--- config.mk ---
export PLATFORM = sky130hd
export DESIGN_NAME = coin_latch_wdog
export DESIGN_NICKNAME = d
export VERILOG_FILES = /design/src/rtl/coin_wdog_pkg.sv /design/src/rtl/coin_coil_latch.sv /design/src/rtl/p1_watchdog.sv /design/src/rtl/coil_hold_timer.sv /design/src/rtl/coin_latch_wdog.sv
export SDC_FILE = /design/constraint.sdc
export NUM_CORES = 1
export LEC_CHECK = 0
export ABC_AREA = 1
export CORE_MARGIN = 3
export CORE_UTILIZATION = 45
export CTS_BUF_LIST = sky130_fd_sc_hd__clkbuf_8
export CTS_CLUSTER_DIAMETER = 40
export DETAILED_ROUTE_END_ITERATION = 7
export DONT_BUFFER_PORTS = 1
export SYNTH_ARGS = -nofsm -noshare
export SYNTH_HDL_FRONTEND = slang
export SYNTH_SLANG_ARGS = --single-unit
export TNS_END_PERCENT = 1
--- constraint.sdc ---
create_clock -name clk -period 1.6 [get_ports clk]
set_input_delay 0.08 -clock clk [delete_from_list [all_inputs] [get_ports clk]]
set_output_delay 0.08 -clock clk [all_outputs]
set_load 0.02 [all_outputs]
--- src/rtl/coin_wdog_pkg.sv ---
package coin_wdog_pkg;

    localparam int ADDR_W = 16;

    typedef enum logic {
        COIL_OFF,
        COIL_ON
    } coil_state_t;

    typedef enum logic {
        WD_RUN,
        WD_PULSE
    } wd_state_t;

    // Window decode: top three address bits 010 and bit 5 set.
    function automatic logic in_coin_window(input logic [ADDR_W-1:0] a);
        return (a[ADDR_W-1:ADDR_W-3] == 3'b010) && a[5];
    endfunction

endpackage

--- src/rtl/coin_coil_latch.sv ---
module coin_coil_latch
    import coin_wdog_pkg::*;
(
    input  logic              clk,
    input  logic              rst_n,
    input  logic              clr,
    input  logic              wr_en,
    input  logic              rd_en,
    input  logic [ADDR_W-1:0] addr,
    input  logic              wr_bit,
    input  logic              ob_bit,
    output logic              coil_on
);

    coil_state_t st_q, st_d;
    logic hit_wr, hit_rd, load, load_val;

    always_comb begin
        hit_wr   = wr_en && in_coin_window(addr);
        hit_rd   = rd_en && in_coin_window(addr);
        load     = hit_wr || hit_rd;
        load_val = hit_wr ? wr_bit : ob_bit;
    end

    // next state: clear beats load, load picks the target state
    always_comb begin
        st_d = st_q;
        if (clr) begin
            st_d = COIL_OFF;
        end else if (load) begin
            st_d = load_val ? COIL_ON : COIL_OFF;
        end
    end

    always_ff @(posedge clk or negedge rst_n) begin
        if (!rst_n) st_q <= COIL_OFF;
        else        st_q <= st_d;
    end

    always_comb begin
        unique case (st_q)
            COIL_OFF: coil_on = 1'b0;
            COIL_ON:  coil_on = 1'b1;
            default:  coil_on = 1'b0;
        endcase
    end

    AST_WRITE_LOADS: assert property (@(posedge clk) disable iff (!rst_n)
        (hit_wr && !clr) |=> (coil_on == $past(wr_bit)));
    AST_IDLE_HOLDS: assert property (@(posedge clk) disable iff (!rst_n)
        (!hit_wr && !hit_rd && !clr) |=> $stable(coil_on));
    AST_READ_LOADS: assert property (@(posedge clk) disable iff (!rst_n)
        (hit_rd && !hit_wr && !clr) |=> (coil_on == $past(ob_bit)));
    AST_CLEAR_WINS: assert property (@(posedge clk) disable iff (!rst_n)
        clr |=> !coil_on);

endmodule

--- src/rtl/p1_watchdog.sv ---
module p1_watchdog
    import coin_wdog_pkg::*;
#(
    parameter int TIMEOUT   = 1789773,
    parameter int PULSE_LEN = 16
) (
    input  logic clk,
    input  logic rst_n,
    input  logic ce,
    input  logic p1_read,
    output logic wd_reset
);

    localparam int CNT_W = $clog2(TIMEOUT + 1);
    localparam int PLS_W = $clog2(PULSE_LEN + 1);
    localparam logic [CNT_W-1:0] CNT_LAST = CNT_W'(TIMEOUT - 1);
    localparam logic [CNT_W-1:0] CNT_ONE  = CNT_W'(1);
    localparam logic [PLS_W-1:0] PLS_LAST = PLS_W'(PULSE_LEN - 1);
    localparam logic [PLS_W-1:0] PLS_ONE  = PLS_W'(1);

    wd_state_t        st_q, st_d;
    logic [CNT_W-1:0] cnt_q, cnt_d;
    logic [PLS_W-1:0] pcnt_q, pcnt_d;

    // next state: expiry takes RUN to PULSE, pulse-done takes PULSE to RUN
    always_comb begin
        st_d   = st_q;
        cnt_d  = cnt_q;
        pcnt_d = pcnt_q;
        unique case (st_q)
            WD_RUN: begin
                if (p1_read) begin
                    cnt_d = '0;
                end else if (ce) begin
                    if (cnt_q == CNT_LAST) begin
                        st_d   = WD_PULSE;
                        cnt_d  = '0;
                        pcnt_d = '0;
                    end else begin
                        cnt_d = cnt_q + CNT_ONE;
                    end
                end
            end
            WD_PULSE: begin
                if (pcnt_q == PLS_LAST) begin
                    st_d   = WD_RUN;
                    pcnt_d = '0;
                end else begin
                    pcnt_d = pcnt_q + PLS_ONE;
                end
            end
            default: st_d = WD_RUN;
        endcase
    end

    always_ff @(posedge clk or negedge rst_n) begin
        if (!rst_n) begin
            st_q   <= WD_RUN;
            cnt_q  <= '0;
            pcnt_q <= '0;
        end else begin
            st_q   <= st_d;
            cnt_q  <= cnt_d;
            pcnt_q <= pcnt_d;
        end
    end

    always_comb begin
        unique case (st_q)
            WD_RUN:   wd_reset = 1'b0;
            WD_PULSE: wd_reset = 1'b1;
            default:  wd_reset = 1'b0;
        endcase
    end

    AST_CNT_IN_RANGE: assert property (@(posedge clk) disable iff (!rst_n)
        cnt_q <= CNT_LAST);
    AST_PULSE_IN_RANGE: assert property (@(posedge clk) disable iff (!rst_n)
        pcnt_q <= PLS_LAST);
    AST_RELOAD_ON_READ: assert property (@(posedge clk) disable iff (!rst_n)
        (st_q == WD_RUN && p1_read) |=> (cnt_q == '0 && st_q == WD_RUN));
    AST_FROZEN_WITHOUT_CE: assert property (@(posedge clk) disable iff (!rst_n)
        (st_q == WD_RUN && !ce && !p1_read) |=> ($stable(cnt_q) && st_q == WD_RUN));
    AST_RESTART_AFTER_PULSE: assert property (@(posedge clk) disable iff (!rst_n)
        $fell(wd_reset) |-> (cnt_q == '0));

endmodule

--- src/rtl/coil_hold_timer.sv ---
module coil_hold_timer #(
    parameter int HOLD_W = 4
) (
    input  logic              clk,
    input  logic              rst_n,
    input  logic              coil_on,
    input  logic              frame_tick,
    output logic [HOLD_W-1:0] hold_frames
);

    localparam logic [HOLD_W-1:0] HOLD_MAX = '1;
    localparam logic [HOLD_W-1:0] HOLD_ONE = HOLD_W'(1);

    always_ff @(posedge clk or negedge rst_n) begin
        if (!rst_n) begin
            hold_frames <= '0;
        end else if (!coil_on) begin
            hold_frames <= '0;
        end else if (frame_tick && hold_frames != HOLD_MAX) begin
            hold_frames <= hold_frames + HOLD_ONE;
        end
    end

    AST_HOLD_ZERO_WHEN_OFF: assert property (@(posedge clk) disable iff (!rst_n)
        !coil_on |=> (hold_frames == '0));
    AST_HOLD_NO_WRAP: assert property (@(posedge clk) disable iff (!rst_n)
        (coil_on && hold_frames == HOLD_MAX) |=> (hold_frames == HOLD_MAX || hold_frames == '0));

endmodule

--- src/rtl/coin_latch_wdog.sv ---
module coin_latch_wdog
    import coin_wdog_pkg::*;
#(
    parameter int          TIMEOUT   = 1789773,
    parameter int          PULSE_LEN = 16,
    parameter int          HOLD_W    = 4,
    parameter logic [15:0] P1_ADDR   = 16'h4017
) (
    input  logic              clk,
    input  logic              rst_n,
    input  logic              ce,
    input  logic              frame_tick,
    input  logic [15:0]       addr,
    input  logic              wr_en,
    input  logic              rd_en,
    input  logic              wr_bit0,
    input  logic              open_bus_bit0,
    output logic              coil_on,
    output logic              wd_reset,
    output logic [HOLD_W-1:0] hold_frames
);

    logic p1_read;
    assign p1_read = rd_en && (addr == P1_ADDR);

    p1_watchdog #(
        .TIMEOUT  (TIMEOUT),
        .PULSE_LEN(PULSE_LEN)
    ) u_wdog (
        .clk     (clk),
        .rst_n   (rst_n),
        .ce      (ce),
        .p1_read (p1_read),
        .wd_reset(wd_reset)
    );

    coin_coil_latch u_latch (
        .clk    (clk),
        .rst_n  (rst_n),
        .clr    (wd_reset),
        .wr_en  (wr_en),
        .rd_en  (rd_en),
        .addr   (addr),
        .wr_bit (wr_bit0),
        .ob_bit (open_bus_bit0),
        .coil_on(coil_on)
    );

    coil_hold_timer #(
        .HOLD_W(HOLD_W)
    ) u_hold (
        .clk        (clk),
        .rst_n      (rst_n),
        .coil_on    (coil_on),
        .frame_tick (frame_tick),
        .hold_frames(hold_frames)
    );

endmodule

==> results.sh, run 1 <==
export IMPL_chipWidth_um=78.5
export IMPL_critPathCaptureType="flip-flop"
export IMPL_syn2layout_area_growth_pct=18.3
export IMPL_clkSlewWorstSetupHoldPaths_ps=70
export IMPL_multi_input_area_mm2=0.00142
export IMPL_irDropWorstVdd_uv=525
export IMPL_avgSynthCellArea_um2=6.17
export IMPL_power_density_mw_per_mm2=824
export IMPL_route_vias_total=2358
export IMPL_rsz0062_at_grt="yes"
export IMPL_tightest_slew_ps=395
export IMPL_syn_area_mm2=0.00236
export IMPL_synth_edff_count=0
export IMPL_die_y_um=78.5
export IMPL_fmax_mhz=649
export IMPL_grt_pass1_wl_mm=10.5
export IMPL_hpwl_mm=4.48
export IMPL_cts_root_buf="clkbuf_8"
export IMPL_max_cap_viol_count=0
export IMPL_crit_type="reg2reg"
export IMPL_grt_max_degree=33
export IMPL_core_mm2=0.00491
export IMPL_grt_remaining_overflow=0
export IMPL_initial_core_util_pct=48.1
export IMPL_ys_seq_area_share_pct=33.9
export IMPL_postRouteAntennaNets=0
export IMPL_clock_tree_buffer_depth=2
export IMPL_required_ps=1780
export IMPL_std_cell_rows=25
export IMPL_design_area_mm2=0.00279
export IMPL_drc=0
export IMPL_clock_skew_final_ps=6.36
export IMPL_setup_viol=0
export IMPL_synth_area_leaders="dfrtp_1 34%, nand2_1 22%, nand3_1 10%"
export IMPL_period_minus_slack_ps=1540
export IMPL_cts_tree="done"
export IMPL_insertion_delay_ps=290
export IMPL_drive_above_1_share_pct=14.2
export IMPL_ys_warn_count=0
export IMPL_worst_r2r_startpoint="u_wdog.cnt_q[1]"
export IMPL_p_total_uw=2300
export IMPL_hold_viol_final=0
export IMPL_netlist_instances=383
export IMPL_rr_endpoint="u_wdog.cnt_q[9]"
export IMPL_n_fill_cell=492
export IMPL_cp_max_fo=5
export IMPL_via_per_inst=4.96
export IMPL_yosys_top_cells_count="136 x nand2_1, 57 x nor2_1, 49 x inv_1, 49 x nand3_1, 32 x dfrtp_1"
export IMPL_port_buffers=0
export IMPL_synthDominantAreaCellType="dfrtp_1"
export IMPL_drt_total_wl_mm=6.17
export IMPL_io_pins=30
export IMPL_numCtsBuffers=5
export IMPL_dr_pass1_iters=5
export IMPL_grt_pass1_vias=2293
export IMPL_post_cts_setup_buffers=0
export IMPL_place_congestion=0.973
export IMPL_clock_sinks=32
export IMPL_synth_nets=411
export IMPL_wire_per_inst_um=13.0
export IMPL_antenna_found_initial=0
export IMPL_report_final_slew_viol_count=0
export IMPL_grtUsageTotal_pct=21.7
export IMPL_min_to="u_hold.hold_frames[1]"
export IMPL_pre_cts_slack_ps=-28.8
export IMPL_whs_path_depth=3
export IMPL_synth_distinct_cells=23
export IMPL_num_nets_final=435
export IMPL_drtIter0Drc=198
export IMPL_post_dp_cell_area_mm2=0.00253
export IMPL_die_area_mm2=0.00616
export IMPL_antennaDiodeCount=0
export IMPL_regArea_um2=808
export IMPL_start_kind="flip-flop"
export IMPL_async_reset_ff_share_pct=100
export IMPL_worst_slack_ps=60.2
export IMPL_synthMostInstantiatedCell="nand2_1"
export IMPL_crit_arrival_ps=1720
export IMPL_final_period_utilization_pct=96.2
export IMPL_min_delay_start="frame_tick"
export IMPL_rr_worst_depth=10
export IMPL_slew_headroom_pct=73.6
export IMPL_hold_class="in2reg"
export IMPL_ys_flop_type="dfrtp_1"
export IMPL_ctsHtreeMaxLevel=2
export IMPL_worst_r2r_setup_slack_ps=60
export IMPL_outcome="completed"
export IMPL_yosysTopAreaCellShare_pct=33.9
export IMPL_yosys_register_bits=32
export IMPL_power_leakage_uw=0.00138
-- placed cells by master (no fill, tap or decap), types with 4 or more instances in the layout --
cell	count
nand3_1	44
nor2_4	4
nand2_1	134
nand2_2	4
nor3_1	4
clkbuf_8	6
a21oi_1	4
dlygate4sd3_1	6
o21ai_0	7
nor2_1	50
inv_1	48
buf_4	16
nor2_2	7
xor2_1	6
dfrtp_2	6
dfrtp_1	26
nand4_1	12
-- critical path: stages, from the launching register on --
cell and delay, ps:
dfrtp_2 450, inv_1 70, ha_1 150, buf_4 120, nand3_2 90, nor2_4 140, nand2_2 90, nor2_4 150
nor2_1 60, nand3_1 80, nand2_1 50
-- sequential cells by signal (all words and copies together), names as in the netlist --
signal / cells
u_hold.hold_frames: 4
u_wdog.st_q: 1
u_wdog.pcnt_q: 5
u_wdog.cnt_q: 21
u_latch.st_q: 1
-- metal layers --
layer | global-route usage [%] | vias to the layer above | share of wire [%]
li1 | - | 1247 | -
met1 | 28.1 | 1054 | 46
met2 | 36.5 | 49 | 47
met3 | 3.78 | 8 | 5.6
met4 | 6.99 | 0 | 1.4
met5 | 0 | - | 0
-- worst max-delay path by stage --
stage	startpoint	to	slack, ps	cells past startpoint
after floorplan	u_wdog.cnt_q[0]	u_wdog.cnt_q[18]	190	10
after global placement	u_wdog.cnt_q[1]	u_wdog.cnt_q[3]	-10	10
after detailed placement	u_wdog.cnt_q[1]	u_wdog.cnt_q[8]	-30	10
after CTS	u_wdog.cnt_q[1]	u_wdog.pcnt_q[3]	1	10
after global routing	u_wdog.cnt_q[0]	u_wdog.cnt_q[9]	-30	10
final	u_wdog.cnt_q[1]	u_wdog.cnt_q[9]	60	10
-- repair_timing --
action / 4_1_cts / 5_1_grt
hold buffers: 6 / 1
pin swaps: 0 / 3
endpoints found under the hold margin: 34 / 1
gates cloned: 0 / 0
gates resized for setup: 3 / 27
setup endpoints to repair: 12 / 22
-- layout make-up --
cell class | count | share of cell area, %
Inverter | 50 | 6.72
Sequential cell | 32 | 28.9
Tap cell | 67 | 3.00
Clock inverter | 2 | 0.269
Timing Repair Buffer | 23 | 7.17
Clock buffer | 6 | 2.96
Multi-Input combinational cell | 295 | 51.0
-- metrics by stage --
stage | cells | setup TNS, ps | hold slack (ps) | util (%)
finish | 475 | 0 | 63.3 | 56.9
global route | 475 | -136 | 70.2 | 56.9
CTS | 474 | 0 | 69.2 | 54.9
detailed placement | 460 | -156 | -215 | 51.4
global placement | 460 | -51.3 | -215 | 51.4
floorplan | 383 | 0 | -216 | -
-- where the power goes --
group	switching [uW]	internal [uW]	leakage (uW)	total [uW]
combinational	325	238	0.000903	563
sequential	181	918	0.000424	1100
clock	303	338	0.0000538	641
-- kinds of logic after synthesis --
family	Yosys count	share of synthesized area (%)
and+or+nand+nor	270	48.7
buffers and inverters	56	9.64
DFF	32	33.9
AOI/OAI and AO/OA	14	3.02
xor gates and xnor gates	7	2.60
adders and majority gates	4	2.12
Note: power is estimated with default switching activity, not from simulation.
==> run 2: changes to the inputs <==
--- a/config.mk
+++ b/config.mk
@@ -6,12 +6,15 @@
 export NUM_CORES = 1
 export LEC_CHECK = 0
 export ABC_AREA = 1
+export CELL_PAD_IN_SITES_DETAIL_PLACEMENT = 0
+export CELL_PAD_IN_SITES_GLOBAL_PLACEMENT = 2
 export CORE_MARGIN = 3
-export CORE_UTILIZATION = 45
+export CORE_UTILIZATION = 35
 export CTS_BUF_LIST = sky130_fd_sc_hd__clkbuf_8
 export CTS_CLUSTER_DIAMETER = 40
 export DETAILED_ROUTE_END_ITERATION = 7
 export DONT_BUFFER_PORTS = 1
+export PLACE_DENSITY_LB_ADDON = 0.1
 export SYNTH_ARGS = -nofsm -noshare
 export SYNTH_HDL_FRONTEND = slang
 export SYNTH_SLANG_ARGS = --single-unit
==> results.sh, run 2 (synthesis results as in run 1) <==
export IMPL_antennaDiodeCount=0
export IMPL_crit_type="reg2reg"
export IMPL_clock_skew_final_ps=7.65
export IMPL_min_to="u_hold.hold_frames[1]"
export IMPL_rr_endpoint="u_wdog.pcnt_q[1]"
export IMPL_power_density_mw_per_mm2=804
export IMPL_cpPeakStageDelay_ps=410
export IMPL_wire_per_inst_um=13.6
export IMPL_required_ps=1780
export IMPL_final_common_cell="nand2_1"
export IMPL_ctsHtreeMaxLevel=2
export IMPL_outcome="completed"
export IMPL_worst_r2r_setup_slack_ps=90
export IMPL_postRouteAntennaNets=0
export IMPL_drt_total_wl_mm=6.85
export IMPL_syn2layout_area_growth_pct=28.5
export IMPL_p_int_uw=1560
export IMPL_fmax_mhz=663
export IMPL_grt_max_degree=33
export IMPL_std_cell_rows=29
export IMPL_comb_power_share_pct=30.6
export IMPL_cts_root_buf="clkbuf_8"
export IMPL_place_congestion=0.875
export IMPL_clkSlewWorstSetupHoldPaths_ps=70
export IMPL_setup_viol=0
export IMPL_num_nets_final=453
export IMPL_die_y_um=88.2
export IMPL_cp_slowest_cell="dfrtp_1"
export IMPL_report_final_slew_viol_count=0
export IMPL_core_mm2=0.00646
export IMPL_grt_pass1_vias=2336
export IMPL_seqPwrFrac_pct=44.8
export IMPL_route_vias_total=2422
export IMPL_start_kind="flip-flop"
export IMPL_cp_max_fo=6
export IMPL_clockPowerShare_pct=24.6
export IMPL_insertion_delay_ps=290
export IMPL_clock_sinks=32
export IMPL_initial_core_util_pct=36.6
export IMPL_hold_viol_final=0
export IMPL_final_period_utilization_pct=94.3
export IMPL_grt_pass1_wl_mm=11.4
export IMPL_p_total_uw=2440
export IMPL_rr_worst_depth=9
export IMPL_crit_arrival_ps=1690
export IMPL_worst_r2r_startpoint="u_wdog.cnt_q[0]"
export IMPL_die_area_mm2=0.00777
export IMPL_clock_tree_buffer_depth=2
export IMPL_drc=0
export IMPL_rsz0062_at_grt="yes"
export IMPL_path_cells="inv_2, ha_4, nand2_2, nor2_1, nand3_1, nor2_2, nand3_4, nand3_2, nand2_2"
export IMPL_chipWidth_um=88.2
export IMPL_period_minus_slack_ps=1510
export IMPL_hold_class="in2reg"
export IMPL_swShare_pct=36.3
export IMPL_grt_remaining_overflow=0
export IMPL_crit_path_frequent_cell="nand2_2"
export IMPL_largest_reg_flops=21
export IMPL_n_fill_cell=673
export IMPL_pre_cts_slack_ps=-58.8
export IMPL_worst_slack_ps=91.7
export IMPL_power_leakage_uw=0.00151
export IMPL_hpwl_mm=4.97
export IMPL_tightest_slew_ps=390
export IMPL_min_delay_start="frame_tick"
export IMPL_drtIter0Drc=162
export IMPL_max_cap_viol_count=0
export IMPL_whs_path_depth=3
export IMPL_slew_headroom_pct=74.0
export IMPL_port_buffers=0
export IMPL_grtUsageTotal_pct=18.8
export IMPL_drive_above_1_share_pct=21.4
export IMPL_largestRegisters="u_wdog.cnt_q (21), u_wdog.pcnt_q (5), u_hold.hold_frames (4)"
export IMPL_io_pins=30
export IMPL_cts_tree="done"
export IMPL_irDropWorstVdd_uv=755
export IMPL_layout_common_cells="128 x nand2_1, 49 x nor2_1, 46 x inv_1, 37 x nand3_1, 32 x buf_4"
export IMPL_via_per_inst=4.82
export IMPL_numCtsBuffers=5
export IMPL_critPathCaptureType="flip-flop"
export IMPL_antenna_found_initial=0
export IMPL_p_switching_uw=886
export IMPL_regMostFlops="u_wdog.cnt_q"
export IMPL_dr_pass1_iters=4
==> run 2: cell count changes in the layout (fill, tap and decap cells not counted), sizes merged <==
cell    delta
buf       +18
clkbuf     -1
clkinv     +1
inv        -1
==> run 2: how the worst max path moves through the flow <==
stage	startpoint	end	slack, ps	cells past startpoint
finish	u_wdog.cnt_q[0]	u_wdog.pcnt_q[1]	90	9
global route	u_wdog.cnt_q[1]	u_wdog.cnt_q[20]	-30	10
CTS	u_wdog.cnt_q[0]	u_wdog.cnt_q[20]	4	11
detailed placement	u_wdog.cnt_q[0]	u_wdog.cnt_q[16]	-60	9
global placement	u_wdog.cnt_q[0]	u_wdog.cnt_q[16]	-30	9
floorplan	u_wdog.cnt_q[0]	u_wdog.cnt_q[18]	190	10
==> run 2: timing repair <==
item | CTS | global route
endpoints found under the hold margin | 34 | 1
setup buffers | 0 | 7
hold buffers | 6 | 1
pin swaps | 0 | 9
resized for setup | 8 | 45
setup endpoints to repair | 20 | 24
==> run 2: worst max-delay path, delay by kind of cell (launching register included) <==
kind	cells	cell delay [ps]
adder cells (fa/ha/maj)	1	150
buffers and inverters	1	90
AND/OR/NAND/NOR	7	750
flip-flops	1	410
==> run 2: stage by stage <==
step           hold slack [ps]  cell area (um^2)  instances  TNS [ps]  util [%]
6_report                  68.6              3040        502         0      47.0
5_1_grt                   75.8              3040        502     -47.6      47.0
4_1_cts                   18.7              2800        495         0      43.4
3_5_place_dp              -215              2630        482      -617      40.7
3_3_place_gp              -215              2630        482      -342      40.7
2_1_floorplan             -216              2360        383         0         -
==> run 2: layout make-up <==
cell class / count / area, um^2 / area share, %
Inverter: 50 / 193 / 6.35
Tap cell: 77 / 96.3 / 3.17
Clock inverter: 2 / 8.76 / 0.288
Timing Repair Buffer: 41 / 352 / 11.6
Clock buffer: 5 / 68.8 / 2.27
Sequential cell: 32 / 807 / 26.6
Multi-Input combinational cell: 295 / 1510 / 49.8
==> run 2: routing by layer <==
| metal | routed length (um) | track usage, % | vias up |
|---|---|---|---|
| met3 | 212 | 3.48 | 7 |
| met2 | 3140 | 29.4 | 31 |
| met5 | 0 | 0 | - |
| met1 | 3430 | 26.7 | 1105 |
| li1 | - | - | 1279 |
| met4 | 65 | 4.95 | 0 |
==> run 2: power groups by stage <==
stage	Combinational, uW	Sequential [uW]	Clock [uW]
floorplan	385	1060	0
global placement	546	1070	0
detailed placement	541	1070	0
CTS	583	1060	623
global route	850	1110	665
finish	747	1090	601
==> run 3: changes to the inputs <==
--- a/config.mk
+++ b/config.mk
@@ -8,6 +8,7 @@
 export ABC_AREA = 1
 export CELL_PAD_IN_SITES_DETAIL_PLACEMENT = 0
 export CELL_PAD_IN_SITES_GLOBAL_PLACEMENT = 2
+export CORE_ASPECT_RATIO = 0.75
 export CORE_MARGIN = 3
 export CORE_UTILIZATION = 35
 export CTS_BUF_LIST = sky130_fd_sc_hd__clkbuf_8
==> constraint.sdc (replaced) <==
create_clock -name clk -period 1.6 [get_ports clk]
set_input_delay 0.08 -clock clk [delete_from_list [all_inputs] [get_ports clk]]
set_output_delay 0.08 -clock clk [all_outputs]
set_load 0.1 [all_outputs]
==> results.sh, run 3 (synthesis results as in run 1) <==
export IMPL_outcome="completed"
export IMPL_final_period_utilization_pct=92.8
export IMPL_initial_core_util_pct=36.8
export IMPL_pre_cts_slack_ps=-62.0
export IMPL_post_route_util_pct=46.7
export IMPL_crit_type="reg2reg"
export IMPL_hpwl_mm=5.17
export IMPL_rr_worst_depth=10
export IMPL_std_cell_rows=25
export IMPL_syn2layout_area_growth_pct=26.8
export IMPL_drtIter0Drc=176
export IMPL_antenna_found_initial=0
export IMPL_crit_family="simple AND/OR/NAND/NOR gates"
export IMPL_clock_sinks=32
export IMPL_holdWs_ps=4.02
export IMPL_port_buffers=0
export IMPL_largest_reg_flops=21
export IMPL_wire_per_inst_um=13.7
export IMPL_tightest_slew_ps=367
export IMPL_clock_skew_final_ps=7.53
export IMPL_core_mm2=0.00641
export IMPL_place_congestion=0.783
export IMPL_regMostFlops="u_wdog.cnt_q"
export IMPL_route_vias_total=2461
export IMPL_grt_remaining_overflow=0
export IMPL_irDropWorstVdd_uv=622
export IMPL_cp_max_fo=3
export IMPL_whs_path_depth=2
export IMPL_die_area_mm2=0.00778
export IMPL_dr_pass1_iters=5
export IMPL_crit_path_frequent_cell="nor2_4"
export IMPL_hold_viol_final=0
export IMPL_numCtsBuffers=5
export IMPL_worst_slack_ps=114
export IMPL_setup_tns_ps=0
export IMPL_clock_tree_buffer_depth=2
export IMPL_num_nets_final=451
export IMPL_cp_startpoint="u_wdog.cnt_q[0]"
export IMPL_insertion_delay_ps=290
export IMPL_antennaDiodeCount=0
export IMPL_drive_above_1_share_pct=19.3
export IMPL_grt_pass1_vias=2427
export IMPL_clkSlewWorstSetupHoldPaths_ps=80
export IMPL_drc=0
export IMPL_rsz0062_at_grt="yes"
export IMPL_layout_common_cells="133 x nand2_1, 47 x nor2_1, 45 x inv_1, 44 x nand3_1, 32 x buf_4"
export IMPL_max_cap_viol_count=0
export IMPL_required_ps=1790
export IMPL_worst_r2r_startpoint="u_wdog.cnt_q[0]"
export IMPL_largestRegisters="u_wdog.cnt_q (21), u_wdog.pcnt_q (5), u_hold.hold_frames (4)"
export IMPL_cp_depth=10
export IMPL_power_density_mw_per_mm2=957
export IMPL_via_per_inst=4.87
export IMPL_grt_pass1_wl_mm=12.0
export IMPL_cts_tree="done"
export IMPL_period_minus_slack_ps=1490
export IMPL_hold_class="in2reg"
export IMPL_final_cells=505
export IMPL_start_kind="flip-flop"
export IMPL_critPathCaptureType="flip-flop"
export IMPL_path_buf_inv=2
export IMPL_slew_headroom_pct=75.5
export IMPL_crit_arrival_ps=1680
export IMPL_io_pins=30
export IMPL_cts_root_buf="clkbuf_8"
export IMPL_die_y_um=77.1
export IMPL_report_final_slew_viol_count=0
export IMPL_path_cells="inv_2, ha_4, buf_4, nand3_2, nor2_4, nand2_2, nor2_4, nor2_1, nand3_1, nand2_1"
export IMPL_ctsHtreeMaxLevel=2
export IMPL_grt_max_degree=33
export IMPL_power_leakage_uw=0.00148
export IMPL_final_common_cell="nand2_1"
export IMPL_chipWidth_um=101
export IMPL_place_inst=487
export IMPL_postRouteAntennaNets=0
export IMPL_setup_viol=0
export IMPL_grtUsageTotal_pct=19.5
export IMPL_min_delay_start="ce"
export IMPL_drt_total_wl_mm=6.94
export IMPL_cpPeakStageDelay_ps=400
export IMPL_fmax_mhz=673
export IMPL_cp_slowest_cell="dfrtp_1"
[run 3: per-stage QoR]
| step | area [um^2] | total power (uW) |
|---|---|---|
| after floorplan | 2360 | 1620 |
| after global placement | 2640 | 1830 |
| after detailed placement | 2640 | 1830 |
| after CTS | 2860 | 2760 |
| after global routing | 3000 | 3030 |
| final | 3000 | 2870 |
[run 3: power by group]
group          total (uW)  internal (uW)  switching, uW
Sequential           1040            912            131
Clock                 890            550            340
Combinational         934            326            608
Total                2870           1790           1080
[run 3: final cells by class]
type | count | area, um^2
repair buffers | 39 | 322
well taps | 81 | 101
flip-flops and latches | 32 | 807
clock inverters | 1 | 30.0
clock buffers | 7 | 96.3
multi-input cells | 295 | 1450
fillers | 671 | 3420
inverters | 50 | 190
[run 3: layer usage]
| metal | vias to the layer above | global-route usage [%] | routed length [um] |
|---|---|---|---|
| met3 | 8 | 3.91 | 425 |
| met2 | 75 | 27.9 | 2770 |
| met5 | - | 0 | 0 |
| li1 | 1276 | - | - |
| met1 | 1102 | 29.5 | 3650 |
| met4 | 0 | 4.85 | 91 |
[run 3: worst paths after layout]
check,endpoint,slack [ps]
min in group asynchronous,u_hold.hold_frames[2],230
max,u_wdog.cnt_q[9],110
max in group asynchronous,u_wdog.cnt_q[2],1160
max reg2reg,u_wdog.cnt_q[9],110
min,u_wdog.st_q,4
min reg2reg,u_wdog.pcnt_q[4],530
[run 3: worst register-to-register path, delay by kind of cell, from the launching register on]
family | cells | cell delay, ps
adders and majority gates | 1 | 130
DFF | 1 | 400
buffers and inverters | 2 | 180
and+or+nand+nor | 7 | 670
[run 3: what timing repair did]
action                     in CTS  in global routing
hold buffers                    6                  0
setup endpoints to repair      16                 23
setup buffers                   0                  4
pin swaps                       0                  6
hold endpoints to repair       34                  0
gates resized for setup         6                 33
